## config.mk

```make
export PLATFORM = sky130hd
export DESIGN_NAME = cla16_adder
export DESIGN_NICKNAME = d
export VERILOG_FILES = /design/src/rtl/cla_pkg.sv /design/src/rtl/cla_lookahead.sv /design/src/rtl/cla_slice.sv /design/src/rtl/cla_outreg.sv /design/src/rtl/cla16_adder.sv
export SDC_FILE = /design/constraint.sdc
export NUM_CORES = 1
export LEC_CHECK = 0
export ABC_AREA = 1
export BUFFER_PORTS_ARGS = -buffer_cell sky130_fd_sc_hd__buf_2
export CAP_MARGIN = 20
export CORE_MARGIN = 4
export CORE_UTILIZATION = 45
export DETAILED_ROUTE_END_ITERATION = 16
export PLACE_DENSITY = 0.82
export SLEW_MARGIN = 0
export SYNTH_ARGS = -nofsm -noshare
export SYNTH_HDL_FRONTEND = slang
export SYNTH_SLANG_ARGS = --single-unit
```

## constraint.sdc

```tcl
create_clock -name clk -period 0.8 [get_ports clk]
set_clock_uncertainty 0.2 [all_clocks]
set_input_delay 0.04 -clock clk [delete_from_list [all_inputs] [get_ports clk]]
set_output_delay 0.04 -clock clk [all_outputs]
set_load 0.02 [all_outputs]
```

## src/rtl/cla_pkg.sv

```systemverilog
package cla_pkg;
  parameter int SliceW    = 4;
  parameter int NumSlices = 4;
  localparam int AddW     = SliceW * NumSlices;

  // Registered result bundle carried by the output stage
  typedef struct packed {
    logic [AddW-1:0] sum;
    logic            cout;
    logic            grpP;
    logic            grpG;
  } addRes_t;
endpackage

```

## src/rtl/cla_lookahead.sv

```systemverilog
// Lookahead unit: carries 1..N computed in parallel as flat sums of products.
module cla_lookahead #(
  parameter int N = 4
) (
  input  logic [N-1:0] pIn,
  input  logic [N-1:0] gIn,
  input  logic         cIn,
  output logic [N:1]   carry,
  output logic         grpP,
  output logic         grpG
);
  always_comb begin
    logic acc;
    logic prod;
    carry = '0;
    for (int k = 1; k <= N; k++) begin
      acc = 1'b0;
      for (int j = 0; j < k; j++) begin
        prod = gIn[j];
        for (int m = j + 1; m < k; m++) prod = prod & pIn[m];
        acc = acc | prod;
      end
      prod = cIn;
      for (int m = 0; m < k; m++) prod = prod & pIn[m];
      carry[k] = acc | prod;
    end
  end

  // Group terms: generate excludes the carry-in term
  always_comb begin
    logic acc;
    logic prod;
    acc = 1'b0;
    for (int j = 0; j < N; j++) begin
      prod = gIn[j];
      for (int m = j + 1; m < N; m++) prod = prod & pIn[m];
      acc = acc | prod;
    end
    grpG = acc;
    grpP = &pIn;
  end
endmodule

```

## src/rtl/cla_slice.sv

```systemverilog
// One 4-bit slice: bit p/g, local lookahead, XOR sum.
module cla_slice
  import cla_pkg::*;
(
  input  logic [SliceW-1:0] aIn,
  input  logic [SliceW-1:0] bIn,
  input  logic              cIn,
  output logic [SliceW-1:0] sum,
  output logic              cout,
  output logic              grpP,
  output logic              grpG
);
  logic [SliceW-1:0] bitP;
  logic [SliceW-1:0] bitG;
  logic [SliceW:1]   localCarry;
  logic [SliceW-1:0] bitCarry;

  for (genvar i = 0; i < SliceW; i++) begin : g_bit
    assign bitG[i] = aIn[i] & bIn[i];
    assign bitP[i] = aIn[i] | bIn[i];
  end

  cla_lookahead #(.N(SliceW)) u_la (
    .pIn   (bitP),
    .gIn   (bitG),
    .cIn   (cIn),
    .carry (localCarry),
    .grpP  (grpP),
    .grpG  (grpG)
  );

  assign bitCarry = {localCarry[SliceW-1:1], cIn};
  assign sum      = aIn ^ bIn ^ bitCarry;
  assign cout     = localCarry[SliceW];
endmodule

```

## src/rtl/cla_outreg.sv

```systemverilog
// Optional output stage; RegOut picks flops or a plain wire.
module cla_outreg
  import cla_pkg::*;
#(
  parameter bit RegOut = 1'b1
) (
  input  logic    clk,
  input  logic    rstN,
  input  addRes_t dIn,
  output addRes_t qOut
);
  if (RegOut) begin : g_reg
    always_ff @(posedge clk or negedge rstN) begin
      if (!rstN) qOut <= '0;
      else       qOut <= dIn;
    end
  end else begin : g_wire
    assign qOut = dIn;
  end
endmodule

```

## src/rtl/cla16_adder.sv

```systemverilog
module cla16_adder
  import cla_pkg::*;
#(
  parameter bit RegOut = 1'b1
) (
  input  logic            clk,
  input  logic            rstN,
  input  logic [AddW-1:0] aIn,
  input  logic [AddW-1:0] bIn,
  input  logic            cIn,
  output logic [AddW-1:0] sumOut,
  output logic            coutOut,
  output logic            grpPOut,
  output logic            grpGOut
);
  logic [NumSlices-1:0] sliceP;
  logic [NumSlices-1:0] sliceG;
  logic [NumSlices-1:0] sliceCout;
  logic [NumSlices-1:0] sliceCin;
  logic [NumSlices:1]   topCarry;
  logic [AddW-1:0]      sumNext;
  logic                 topP;
  logic                 topG;
  addRes_t              resNext;
  addRes_t              resQ;

  assign sliceCin = {topCarry[NumSlices-1:1], cIn};

  for (genvar s = 0; s < NumSlices; s++) begin : g_slice
    cla_slice u_slice (
      .aIn  (aIn[s*SliceW +: SliceW]),
      .bIn  (bIn[s*SliceW +: SliceW]),
      .cIn  (sliceCin[s]),
      .sum  (sumNext[s*SliceW +: SliceW]),
      .cout (sliceCout[s]),
      .grpP (sliceP[s]),
      .grpG (sliceG[s])
    );

    // slice-local carry-out agrees with the second-level carry
    p_slice_carry_r4 : assert property (@(posedge clk) disable iff (!rstN)
      sliceCout[s] == topCarry[s+1]);
  end

  cla_lookahead #(.N(NumSlices)) u_top_la (
    .pIn   (sliceP),
    .gIn   (sliceG),
    .cIn   (cIn),
    .carry (topCarry),
    .grpP  (topP),
    .grpG  (topG)
  );

  assign resNext.sum  = sumNext;
  assign resNext.cout = topCarry[NumSlices];
  assign resNext.grpP = topP;
  assign resNext.grpG = topG;

  cla_outreg #(.RegOut(RegOut)) u_out (
    .clk  (clk),
    .rstN (rstN),
    .dIn  (resNext),
    .qOut (resQ)
  );

  assign sumOut  = resQ.sum;
  assign coutOut = resQ.cout;
  assign grpPOut = resQ.grpP;
  assign grpGOut = resQ.grpG;

  // group generate equals overflow of a+b with no carry-in
  p_group_gen_r6 : assert property (@(posedge clk) disable iff (!rstN)
    topG == ((({1'b0, aIn} + {1'b0, bIn}) >> AddW) != '0));

  if (RegOut) begin : g_chk
    // registered sum matches behavioural addition one cycle later
    p_sum_r1 : assert property (@(posedge clk) disable iff (!rstN)
      1'b1 |=> sumOut == $past(aIn + bIn + AddW'(cIn)));
    // registered carry-out is bit 16 of the behavioural result
    p_cout_r2 : assert property (@(posedge clk) disable iff (!rstN)
      1'b1 |=> coutOut == $past(((({1'b0, aIn} + {1'b0, bIn}) + (AddW+1)'(cIn)) >> AddW) != '0));
  end
endmodule

```

==> results of run 1 <==
-- synth_stat cells (2+ instances only) --
| library cell | count |
|---|---|
| sky130_fd_sc_hd__inv_1 | 53 |
| sky130_fd_sc_hd__nor2_1 | 9 |
| sky130_fd_sc_hd__a21oi_1 | 5 |
| sky130_fd_sc_hd__nand2_2 | 7 |
| sky130_fd_sc_hd__dfrtp_1 | 19 |
| sky130_fd_sc_hd__ha_1 | 32 |
| sky130_fd_sc_hd__xor2_1 | 7 |
| sky130_fd_sc_hd__nand3_1 | 9 |
| sky130_fd_sc_hd__nor2_2 | 3 |
| sky130_fd_sc_hd__a21oi_2 | 2 |
| sky130_fd_sc_hd__fa_1 | 4 |
| sky130_fd_sc_hd__nor3_1 | 4 |
| sky130_fd_sc_hd__xnor2_1 | 2 |
| sky130_fd_sc_hd__nand3_2 | 3 |
| sky130_fd_sc_hd__inv_2 | 2 |
| sky130_fd_sc_hd__nand2_1 | 31 |
-- through the flow --
step | setup TNS (ns) | cell area [um2] | cells | hold WS [ns]
after CTS | -12.15 | 3120 | 359 | -0.0702
after detailed placement | -14.45 | 2530 | 341 | -0.218
after floorplan | -8.08 | 1890 | 201 | -0.456
after global placement | -13.73 | 2530 | 341 | -0.219
-- logic make-up after synthesis --
group,count (synthesis),share of synthesized area (%)
flops,19,28.6
compound gates,12,4.96
fa+ha+maj,36,28.9
buf+inv,55,12.4
xor+xnor,9,4.73
simple gates,70,20.5
-- timing repair --
action                                  in CTS
endpoints found under the setup margin      38
endpoints found under the hold margin       29
setup buffers                               16
pin swaps                                   37
hold buffers                                 1
gates resized for setup                    118
==> impl_metrics.ini, run 1 <==
[place]
buffer_ports.inserted = 53
globalplace.congestion = 0.825
detailedPlacementHpwl_um = 3300
dp_worst_setup_slack_ns = -1.00

[clock_network]
clockBufferDepth = 2
h_tree_depth = 1
cts_root_buf = sky130_fd_sc_hd__clkbuf_8
cts_sinks = 19
number_of_buffers_added_by_the_clock_tree_synthesis_step = 3

[synthesis]
synth-seq-cells = 19
synth_seq_area_share_pct = 28.5
netlist.top_cell.by_area = sky130_fd_sc_hd__dfrtp_1
synthCells = 201
syn-num-nets = 272
synth_area_um2 = 1670
syn-mean-instance-area_um2 = 8.29
yosys_most_used_dff = sky130_fd_sc_hd__dfrtp_1
synth.lib_cells_used.distinct = 25
fraction_of_registers_with_async_set_or_reset_after_synthesis_pct = 100
netlist_top_cells_area = sky130_fd_sc_hd__dfrtp_1, sky130_fd_sc_hd__ha_1, sky130_fd_sc_hd__inv_1
yosys_warnings = 0
number_of_enable_type_register_cells_in_the_synthesized_netlist = 0
synthDominantCellAreaShare_pct = 28.5

[status]
error_message = [ERROR DPL-0038] Utilization greater than 100%, impossible to legalize
last_step_reached = global routing
status = stopped before the end

[die]
chipWidth_um = 68.8
floorplan.initialDensity_pct = 48.4
rows = 21
design.portCount = 54
die_height_um = 68.8

[timing]
worst_path_end_type = sequential cell input
grt_repair_worst_endpoint = u_out.qOut[16]$_DFF_PN0_/D

[grt]
largest_net_degree_at_the_start_of_global_routing = 20
==> inputs of run 2 (changes only) <==
Settings changed: CORE_UTILIZATION 45 to 30, PLACE_DENSITY 0.82 to default, PLACE_DENSITY_LB_ADDON from default to 0.15.
Clock period 0.8 ns to 1 ns, I/O delays scaled along.
==> run 2 against run 1 <==
Effect of this change: the flow now finishes, with violations (hold timing, setup timing); area after synthesis did not move; synthesized cell count did not move.
==> impl_metrics.ini, run 2 <==
[critical_path]
timing.critical_path.mode_cell = sky130_fd_sc_hd__nand3_2
list_of_cells_traversed_by_the_critical_path = buf_2, inv_2, ha_4, nor2_4, and2_4, nand3_2, nand3_2, fa_2
crit_path_max_incr_delay_ns = 0.44
critPathArrivalTime_ns = 1.36
critPathKind = input port to flop
critical_path.startpoint_type = input port
critical_path.slowest_cell = sky130_fd_sc_hd__fa_2
critical_path.n_buffers_inverters = 2
path_delay_family = adder cells
end_kind = flop
critPathRequiredTime_ns = 0.92
largest_fanout_on_the_critical_path = 3

[clock_network]
cts_sinks = 19
tritoncts = built
cts-hold-fix-buffers = 1
clkSlewWorstSetupHoldPaths_ns = 0.07
number_of_buffers_added_by_the_clock_tree_synthesis_step = 3
h_tree_depth = 1
clockBufferDepth = 2
cts_root_buf = sky130_fd_sc_hd__clkbuf_8

[synthesis]
yosys_most_used_dff = sky130_fd_sc_hd__dfrtp_1
synthCells = 201
synth_area_um2 = 1670
yosys_warnings = 0
number_of_enable_type_register_cells_in_the_synthesized_netlist = 0
synthDominantCellAreaShare_pct = 28.5
netlist.top_cell.by_area = sky130_fd_sc_hd__dfrtp_1
synth_most_common_cell = sky130_fd_sc_hd__inv_1
syn-num-nets = 272
syn-mean-instance-area_um2 = 8.29
netlist_top_cells_area = sky130_fd_sc_hd__dfrtp_1, sky130_fd_sc_hd__ha_1, sky130_fd_sc_hd__inv_1
synth_top_cells_by_count = sky130_fd_sc_hd__inv_1, sky130_fd_sc_hd__ha_1, sky130_fd_sc_hd__nand2_1
synth.lib_cells_used.distinct = 25
fraction_of_registers_with_async_set_or_reset_after_synthesis_pct = 100
synth-seq-cells = 19
synth_seq_area_share_pct = 28.5

[timing]
finalSetupViolations = 32
timing.final.ws_setup_ns = -0.438
period_share_pct = 144
layout_min_cycle_time_ns = 1.44
grt_setup_unrepaired = yes
hold_viol_final = 9
slew_violations = 0
final.setup.tns_ns = -4.94
fmax_mhz = 695
slew-limit-headroom_pct = 70.3
fin_hold_ws_ns = -0.0993
worst_max_slew_pin_slew_ns = 0.446

[cells_and_area]
postLayoutCoreUtil_pct = 58.8
final_common_cell = sky130_fd_sc_hd__buf_4
growth_of_design_area_from_synthesis_to_finish_pct = 85.0
final_cells = 371
finish.net_count = 373
largestRegisters = u_out.qOut (19)
post-route-cell-area_um2 = 3080
layout.cells.most_common_list = sky130_fd_sc_hd__buf_4, sky130_fd_sc_hd__buf_6, sky130_fd_sc_hd__inv_1
most_flops_register = u_out.qOut
max_ffs_per_register = 19
antennaDiodeCount = 0
post_route_cells_drive_above_1_share_pct = 65.1

[place]
globalplace.congestion = 0.716
dp_worst_setup_slack_ns = -0.794
detailedPlacementHpwl_um = 3230
dpl-instance-area_um2 = 2490
placedCellCount = 357
buffer_ports.inserted = 53

[status]
failed_checks = hold timing, setup timing
status = finished with violations

[min_path]
hold_class = input port to flop

[grt]
antenna_violations_before_repair = 0
grt_overflow = 0
grt_first_pass_wirelength_um = 6830
largest_net_degree_at_the_start_of_global_routing = 20
grt_use_total_pct = 13.0
first_global_vias = 1659

[route]
totalWireLength_um = 4060
drt_first_pass_iters = 4
routed-via-count = 1542
wl_met1_um = 1640
wl_met2_um = 2130
post-route-drc-count = 0
detailedRoute.firstIterationViolations = 16
drt-wirelength-per-cell_um = 10.9
highest_layer = met4
drt_via_density = 4.16
postRouteAntennaNets = 0
detailroute.wirelength.met3_um = 265

[pwr]
power.ir.vdd_worst_mv = 0.820
power_per_cell_area_nw_per_um2 = 1010
post-layout-total-power_mw = 3.11
leakage_nw = 1.52

[die]
die-area_um2 = 6810
die_height_um = 82.5
chipWidth_um = 82.5
design.portCount = 54
area_inside_the_core_boundary_um2 = 5240
rows = 26
floorplan.initialDensity_pct = 31.8

[flow_run]
max_cap_violations = 0
[run 2: final timing paths]
path                         from                  endpoint  slack, ns  depth (start not counted)
setup / recovery           aIn[4]  u_out.qOut[15]$_DFF_PN0_      -0.44                          8
hold / removal             bIn[0]   u_out.qOut[3]$_DFF_PN0_       -0.1                          2
max in group asynchronous    rstN   u_out.qOut[8]$_DFF_PN0_       0.22                          2
min in group asynchronous    rstN   u_out.qOut[4]$_DFF_PN0_       0.07                          2
[run 2: what timing repair did]
action / 4_1_cts / 5_1_grt
resized for setup: 114 / 17
hold endpoints to repair: 29 / 9
buffers inserted: 8 / 3
pin swaps: 37 / 11
setup endpoints to repair: 36 / 35
[run 2: metal layers]
metal	vias to the layer above	GRT usage [%]
met3	2	4.01
li1	799	-
met5	-	0
met2	36	24.5
met4	0	2.29
met1	705	14.3
[run 2: cell type report]
type	count	area [um2]
Timing Repair Buffer	96	846
Inverter	55	289
Tap cell	70	87.6
Multi-Input combinational cell	127	1340
Sequential cell	19	475
Fill cell	450	2160
Clock buffer	4	45.0
[run 2: logic make-up after synthesis]
kind of cell / share of synthesized area [%]
xor gates and xnor gates: 4.73
DFF: 28.6
adders and majority gates: 28.9
buffers and inverters: 12.4
AOI/OAI and AO/OA: 4.96
and+or+nand+nor: 20.5
[run 2: power breakdown]
| part | switching (mW) | internal, mW |
|---|---|---|
| sequential | 0.0732 | 0.913 |
| combinational | 0.770 | 0.829 |
| clock | 0.244 | 0.283 |
| total | 1.09 | 2.02 |
Note: power is estimated with default switching activity, not from simulation.
==> inputs of run 3 (changes only) <==
Settings changed: ABC_AREA 1 to default.
==> run 3 against run 2 <==
Effect of this change: the flow still finishes with violations (hold timing, setup timing); via count decreased by 1.8%; non-clock buffer count increased by 5; core utilization increased by 4.1 points; sequential share of layout area decreased by 0.74 points; clock power increased by 8.9%; cell area increased by 5.0%; maximum frequency decreased by 10%; global-route usage increased by 1.6 points; area after synthesis decreased by 4.4%; power increased by 5.8%; combinational power increased by 7%; final cell count decreased by 7.5%; critical path type unchanged; highest routed layer unchanged.
==> impl_metrics.ini, run 3 <==
[cells_and_area]
final_common_cell = sky130_fd_sc_hd__buf_6
finish.net_count = 345
antennaDiodeCount = 0
most_flops_register = u_out.qOut
max_ffs_per_register = 19
final_cells = 343
post-route-cell-area_um2 = 3240
growth_of_design_area_from_synthesis_to_finish_pct = 103
layout.cells.most_common_list = sky130_fd_sc_hd__buf_6, sky130_fd_sc_hd__buf_4, sky130_fd_sc_hd__dfrtp_1
post_route_cells_drive_above_1_share_pct = 68.5
largestRegisters = u_out.qOut (19)

[die]
rows = 26
floorplan.initialDensity_pct = 31.0
area_inside_the_core_boundary_um2 = 5140
chipWidth_um = 80.8
design.portCount = 54
die-area_um2 = 6530
die_height_um = 80.8

[place]
placedCellCount = 322
globalplace.congestion = 0.762
detailedPlacementHpwl_um = 3220
dp_worst_setup_slack_ns = -1.09
buffer_ports.inserted = 53
dpl-instance-area_um2 = 2510

[clock_network]
clkSlewWorstSetupHoldPaths_ns = 0.08
cts_root_buf = sky130_fd_sc_hd__clkbuf_8
tritoncts = built
h_tree_depth = 1
cts_sinks = 19
clockBufferDepth = 2
cts-hold-fix-buffers = 2
number_of_buffers_added_by_the_clock_tree_synthesis_step = 3

[synthesis]
synth_most_common_cell = sky130_fd_sc_hd__inv_1
synth_seq_area_share_pct = 29.9
netlist_top_cells_area = sky130_fd_sc_hd__dfrtp_1, sky130_fd_sc_hd__ha_1, sky130_fd_sc_hd__inv_1
synth-seq-cells = 19
synth_area_um2 = 1590
fraction_of_registers_with_async_set_or_reset_after_synthesis_pct = 100
syn-num-nets = 239
netlist.top_cell.by_area = sky130_fd_sc_hd__dfrtp_1
synthCells = 168
syn-mean-instance-area_um2 = 9.47
yosys_most_used_dff = sky130_fd_sc_hd__dfrtp_1
synth_top_cells_by_count = sky130_fd_sc_hd__inv_1, sky130_fd_sc_hd__ha_1, sky130_fd_sc_hd__dfrtp_1
synth.lib_cells_used.distinct = 36
synthDominantCellAreaShare_pct = 29.9
number_of_enable_type_register_cells_in_the_synthesized_netlist = 0
yosys_warnings = 0

[route]
postRouteAntennaNets = 0
drt-wirelength-per-cell_um = 13.1
post-route-drc-count = 0
drt_via_density = 4.41
routed-via-count = 1514
detailedRoute.firstIterationViolations = 20
totalWireLength_um = 4500
drt_first_pass_iters = 4

[status]
failed_checks = hold timing, setup timing
status = finished with violations

[timing]
worst_max_slew_pin_slew_ns = 0.488
fin_hold_ws_ns = -0.126
layout_min_cycle_time_ns = 1.60
fmax_mhz = 625
finalSetupViolations = 36
hold_viol_final = 14
slew-limit-headroom_pct = 67.5
grt_setup_unrepaired = yes
timing.final.ws_setup_ns = -0.601
period_share_pct = 160
slew_violations = 0

[flow_run]
max_cap_violations = 0

[min_path]
hold_class = input port to flop

[critical_path]
critPathKind = input port to flop
critical_path.startpoint_type = input port
critPathRequiredTime_ns = 0.95
critPathArrivalTime_ns = 1.55
largest_fanout_on_the_critical_path = 2
end_kind = flop

[grt]
grt_overflow = 0
largest_net_degree_at_the_start_of_global_routing = 20
antenna_violations_before_repair = 0
grt_first_pass_wirelength_um = 7390
first_global_vias = 1648
grt_use_total_pct = 14.5

[pwr]
leakage_nw = 1.49
power_per_cell_area_nw_per_um2 = 1020
post-layout-total-power_mw = 3.29
power.ir.vdd_worst_mv = 0.534
-- run 3: changes by cell type after synthesis, moves of 3 or more --
cell                       change
sky130_fd_sc_hd__nor2_1        +3
sky130_fd_sc_hd__nand3_2       -3
sky130_fd_sc_hd__nor2_2        -3
sky130_fd_sc_hd__nand2_2       -7
sky130_fd_sc_hd__nand2_1      -25
sky130_fd_sc_hd__nor3_1        -3
sky130_fd_sc_hd__nand2b_1      +3
sky130_fd_sc_hd__nand3_1       -8
sky130_fd_sc_hd__nor2b_1       +5
sky130_fd_sc_hd__inv_1        -12
-- run 3: final timing paths --
check / from / cells past startpoint / endpoint / slack (ns)
worst max-delay path: aIn[9] / 10 / u_out.qOut[16]$_DFF_PN0_ / -0.60
worst min-delay path: aIn[0] / 2 / u_out.qOut[3]$_DFF_PN0_ / -0.13
max in group asynchronous: rstN / 2 / u_out.qOut[13]$_DFF_PN0_ / 0.19
min in group asynchronous: rstN / 2 / u_out.qOut[4]$_DFF_PN0_ / 0.08
-- run 3: cells by family after synthesis --
| kind of cell | synth area share (%) |
|---|---|
| xor gates and xnor gates | 6.05 |
| buffers and inverters | 9.67 |
| and+or+nand+nor | 13.1 |
| adders and majority gates | 30.2 |
| AOI/OAI and AO/OA | 11.1 |
| DFF | 29.9 |
-- run 3: worst max-delay path: stages --
cell,delay (ns)
sky130_fd_sc_hd__buf_8,0.11
sky130_fd_sc_hd__inv_6,0.04
sky130_fd_sc_hd__ha_4,0.12
sky130_fd_sc_hd__nand2b_4,0.11
sky130_fd_sc_hd__a221oi_2,0.05
sky130_fd_sc_hd__or2_1,0.23
sky130_fd_sc_hd__a311oi_2,0.27
sky130_fd_sc_hd__inv_1,0.09
sky130_fd_sc_hd__fa_2,0.34
sky130_fd_sc_hd__xor2_1,0.14
-- run 3: area by class of cell --
| type | count | area [um2] |
|---|---|---|
| fill | 429 | 1900 |
| multi-input combinational | 108 | 1390 |
| timing repair buffer | 101 | 1010 |
| sequential | 19 | 475 |
| inverter | 41 | 224 |
| tap | 70 | 87.6 |
| clock buffer | 3 | 41.3 |
| clock inverter | 1 | 5.00 |
-- run 3: through the flow --
stage | TNS, ns | util, %
floorplan | -7.20 | -
global placement | -13.26 | 48.8
detailed placement | -13.41 | 48.8
CTS | -7.28 | 60.6
global route | -8.75 | 63.0
finish | -7.25 | 63.0
-- run 3: where the power goes --
group / total, mW / leakage (nW) / internal [mW] / switching (mW)
logic: 1.72 / 1.24 / 0.950 / 0.769
clock network: 0.573 / 0.0255 / 0.278 / 0.295
registers: 0.998 / 0.223 / 0.918 / 0.0799
-- run 3: layer usage --
layer	global-route usage [%]	share of wire (%)
met1	15.9	38
met2	29.2	58
met3	1.33	3.9
met4	4.05	0.87
met5	0	0
-- run 3: what timing repair did --
action / CTS / global route
hold endpoints to repair: 34 / 14
resized for setup: 125 / 13
endpoints found under the setup margin: 36 / 36
pin swaps: 44 / 14
buffers inserted: 12 / 6
==> inputs of run 4 (changes only) <==
Settings changed: SKIP_CTS_REPAIR_TIMING from default to 1.
==> run 4 against run 3 <==
Effect of this change: clock power is 0.9% lower; non-clock buffer count shrank 5; critical endpoint unchanged; global-route usage decreased by 2.4 points; power is 1.8% lower; wire length decreased by 4.4%; the run still ends with hold timing, setup timing left; setup slack got worse by 0.086 ns; count of clock-buffer cells in the layout is the same.
==> impl_metrics.ini, run 4 (synthesized netlist as in run 3, its figures left out) <==
[route]
postRouteAntennaNets = 0
totalWireLength_um = 4310
post-route-drc-count = 0
drt_first_pass_iters = 4
drt-wirelength-per-cell_um = 12.7
routed-via-count = 1475
detailedRoute.firstIterationViolations = 45
drt_via_density = 4.36

[die]
chipWidth_um = 80.8
design.portCount = 54
area_inside_the_core_boundary_um2 = 5140
rows = 26
floorplan.initialDensity_pct = 31.0
die_height_um = 80.8
die-area_um2 = 6530

[critical_path]
critical_path.startpoint_type = input port
critPathArrivalTime_ns = 1.64
critPathKind = input port to flop
critPathRequiredTime_ns = 0.95
end_kind = flop
largest_fanout_on_the_critical_path = 2

[clock_network]
clockBufferDepth = 2
cts_root_buf = sky130_fd_sc_hd__clkbuf_8
clkSlewWorstSetupHoldPaths_ns = 0.08
number_of_buffers_added_by_the_clock_tree_synthesis_step = 3
cts_sinks = 19
h_tree_depth = 1
tritoncts = built

[pwr]
post-layout-total-power_mw = 3.23
power_per_cell_area_nw_per_um2 = 1020
power.ir.vdd_worst_mv = 0.519
leakage_nw = 1.46

[grt]
grt_use_total_pct = 12.1
largest_net_degree_at_the_start_of_global_routing = 20
first_global_vias = 1426
antenna_violations_before_repair = 0
grt_overflow = 0
grt_first_pass_wirelength_um = 6210

[timing]
timing.final.ws_setup_ns = -0.687
final.setup.tns_ns = -7.26
worst_max_slew_pin_slew_ns = 0.482
period_share_pct = 169
slew_violations = 0
fin_hold_ws_ns = -0.120
grt_setup_unrepaired = yes
slew-limit-headroom_pct = 67.9
layout_min_cycle_time_ns = 1.69
fmax_mhz = 593
hold_viol_final = 14
finalSetupViolations = 35

[cells_and_area]
final_common_cell = sky130_fd_sc_hd__buf_6
growth_of_design_area_from_synthesis_to_finish_pct = 98.3
post-route-cell-area_um2 = 3160
layout.cells.most_common_list = sky130_fd_sc_hd__buf_6, sky130_fd_sc_hd__buf_4, sky130_fd_sc_hd__dfrtp_1
postLayoutCoreUtil_pct = 61.4
post_route_cells_drive_above_1_share_pct = 67.5
most_flops_register = u_out.qOut
largestRegisters = u_out.qOut (19)
antennaDiodeCount = 0
finish.net_count = 340
final_cells = 338
max_ffs_per_register = 19

[place]
dpl-instance-area_um2 = 2510
placedCellCount = 322
globalplace.congestion = 0.762
detailedPlacementHpwl_um = 3220
buffer_ports.inserted = 53
dp_worst_setup_slack_ns = -1.09

[status]
status = finished with violations
failed_checks = hold timing, setup timing

[flow_run]
max_cap_violations = 0

[min_path]
timing.hold.worst_path_depth = 2
hold_class = input port to flop
==> run 4: report_power, final <==
group	leakage, nW	switching, mW	internal [mW]	total [mW]
combinational	1.21	0.756	0.912	1.67
clock	0.0255	0.291	0.277	0.568
sequential	0.223	0.0760	0.918	0.994
==> run 4: layout make-up <==
cell class | count | area (um2)
clock buffer | 3 | 41.3
clock inverter | 1 | 5.00
fill | 450 | 1980
inverter | 41 | 234
multi-input combinational | 108 | 1370
sequential | 19 | 475
tap | 70 | 87.6
timing repair buffer | 96 | 945
==> run 4: final timing paths <==
check                       start  slack (ns)                        to
min in group asynchronous    rstN        0.08   u_out.qOut[4]$_DFF_PN0_
setup / recovery           bIn[4]       -0.69  u_out.qOut[16]$_DFF_PN0_
hold / removal             aIn[0]       -0.12   u_out.qOut[3]$_DFF_PN0_
max in group asynchronous    rstN        0.19  u_out.qOut[18]$_DFF_PN0_
==> run 4: critical path, cell delays in order <==
cell and delay (ns):
sky130_fd_sc_hd__buf_8 0.10, sky130_fd_sc_hd__ha_4 0.14, sky130_fd_sc_hd__nor2b_4 0.12, sky130_fd_sc_hd__o211ai_1 0.26, sky130_fd_sc_hd__a21boi_2 0.11, sky130_fd_sc_hd__a311oi_2 0.28, sky130_fd_sc_hd__inv_1 0.09, sky130_fd_sc_hd__fa_2 0.34
sky130_fd_sc_hd__xor2_1 0.14
==> run 4: layer usage <==
layer  GRT usage, %  wire, um  vias up  share of wire (%)
met5              0         0        -                  0
met4           4.05        39        0               0.91
met3           1.55       153        2                3.6
met2           22.2      2420       33                 56
met1           14.5      1690      711                 39
li1               -         -      729                  -
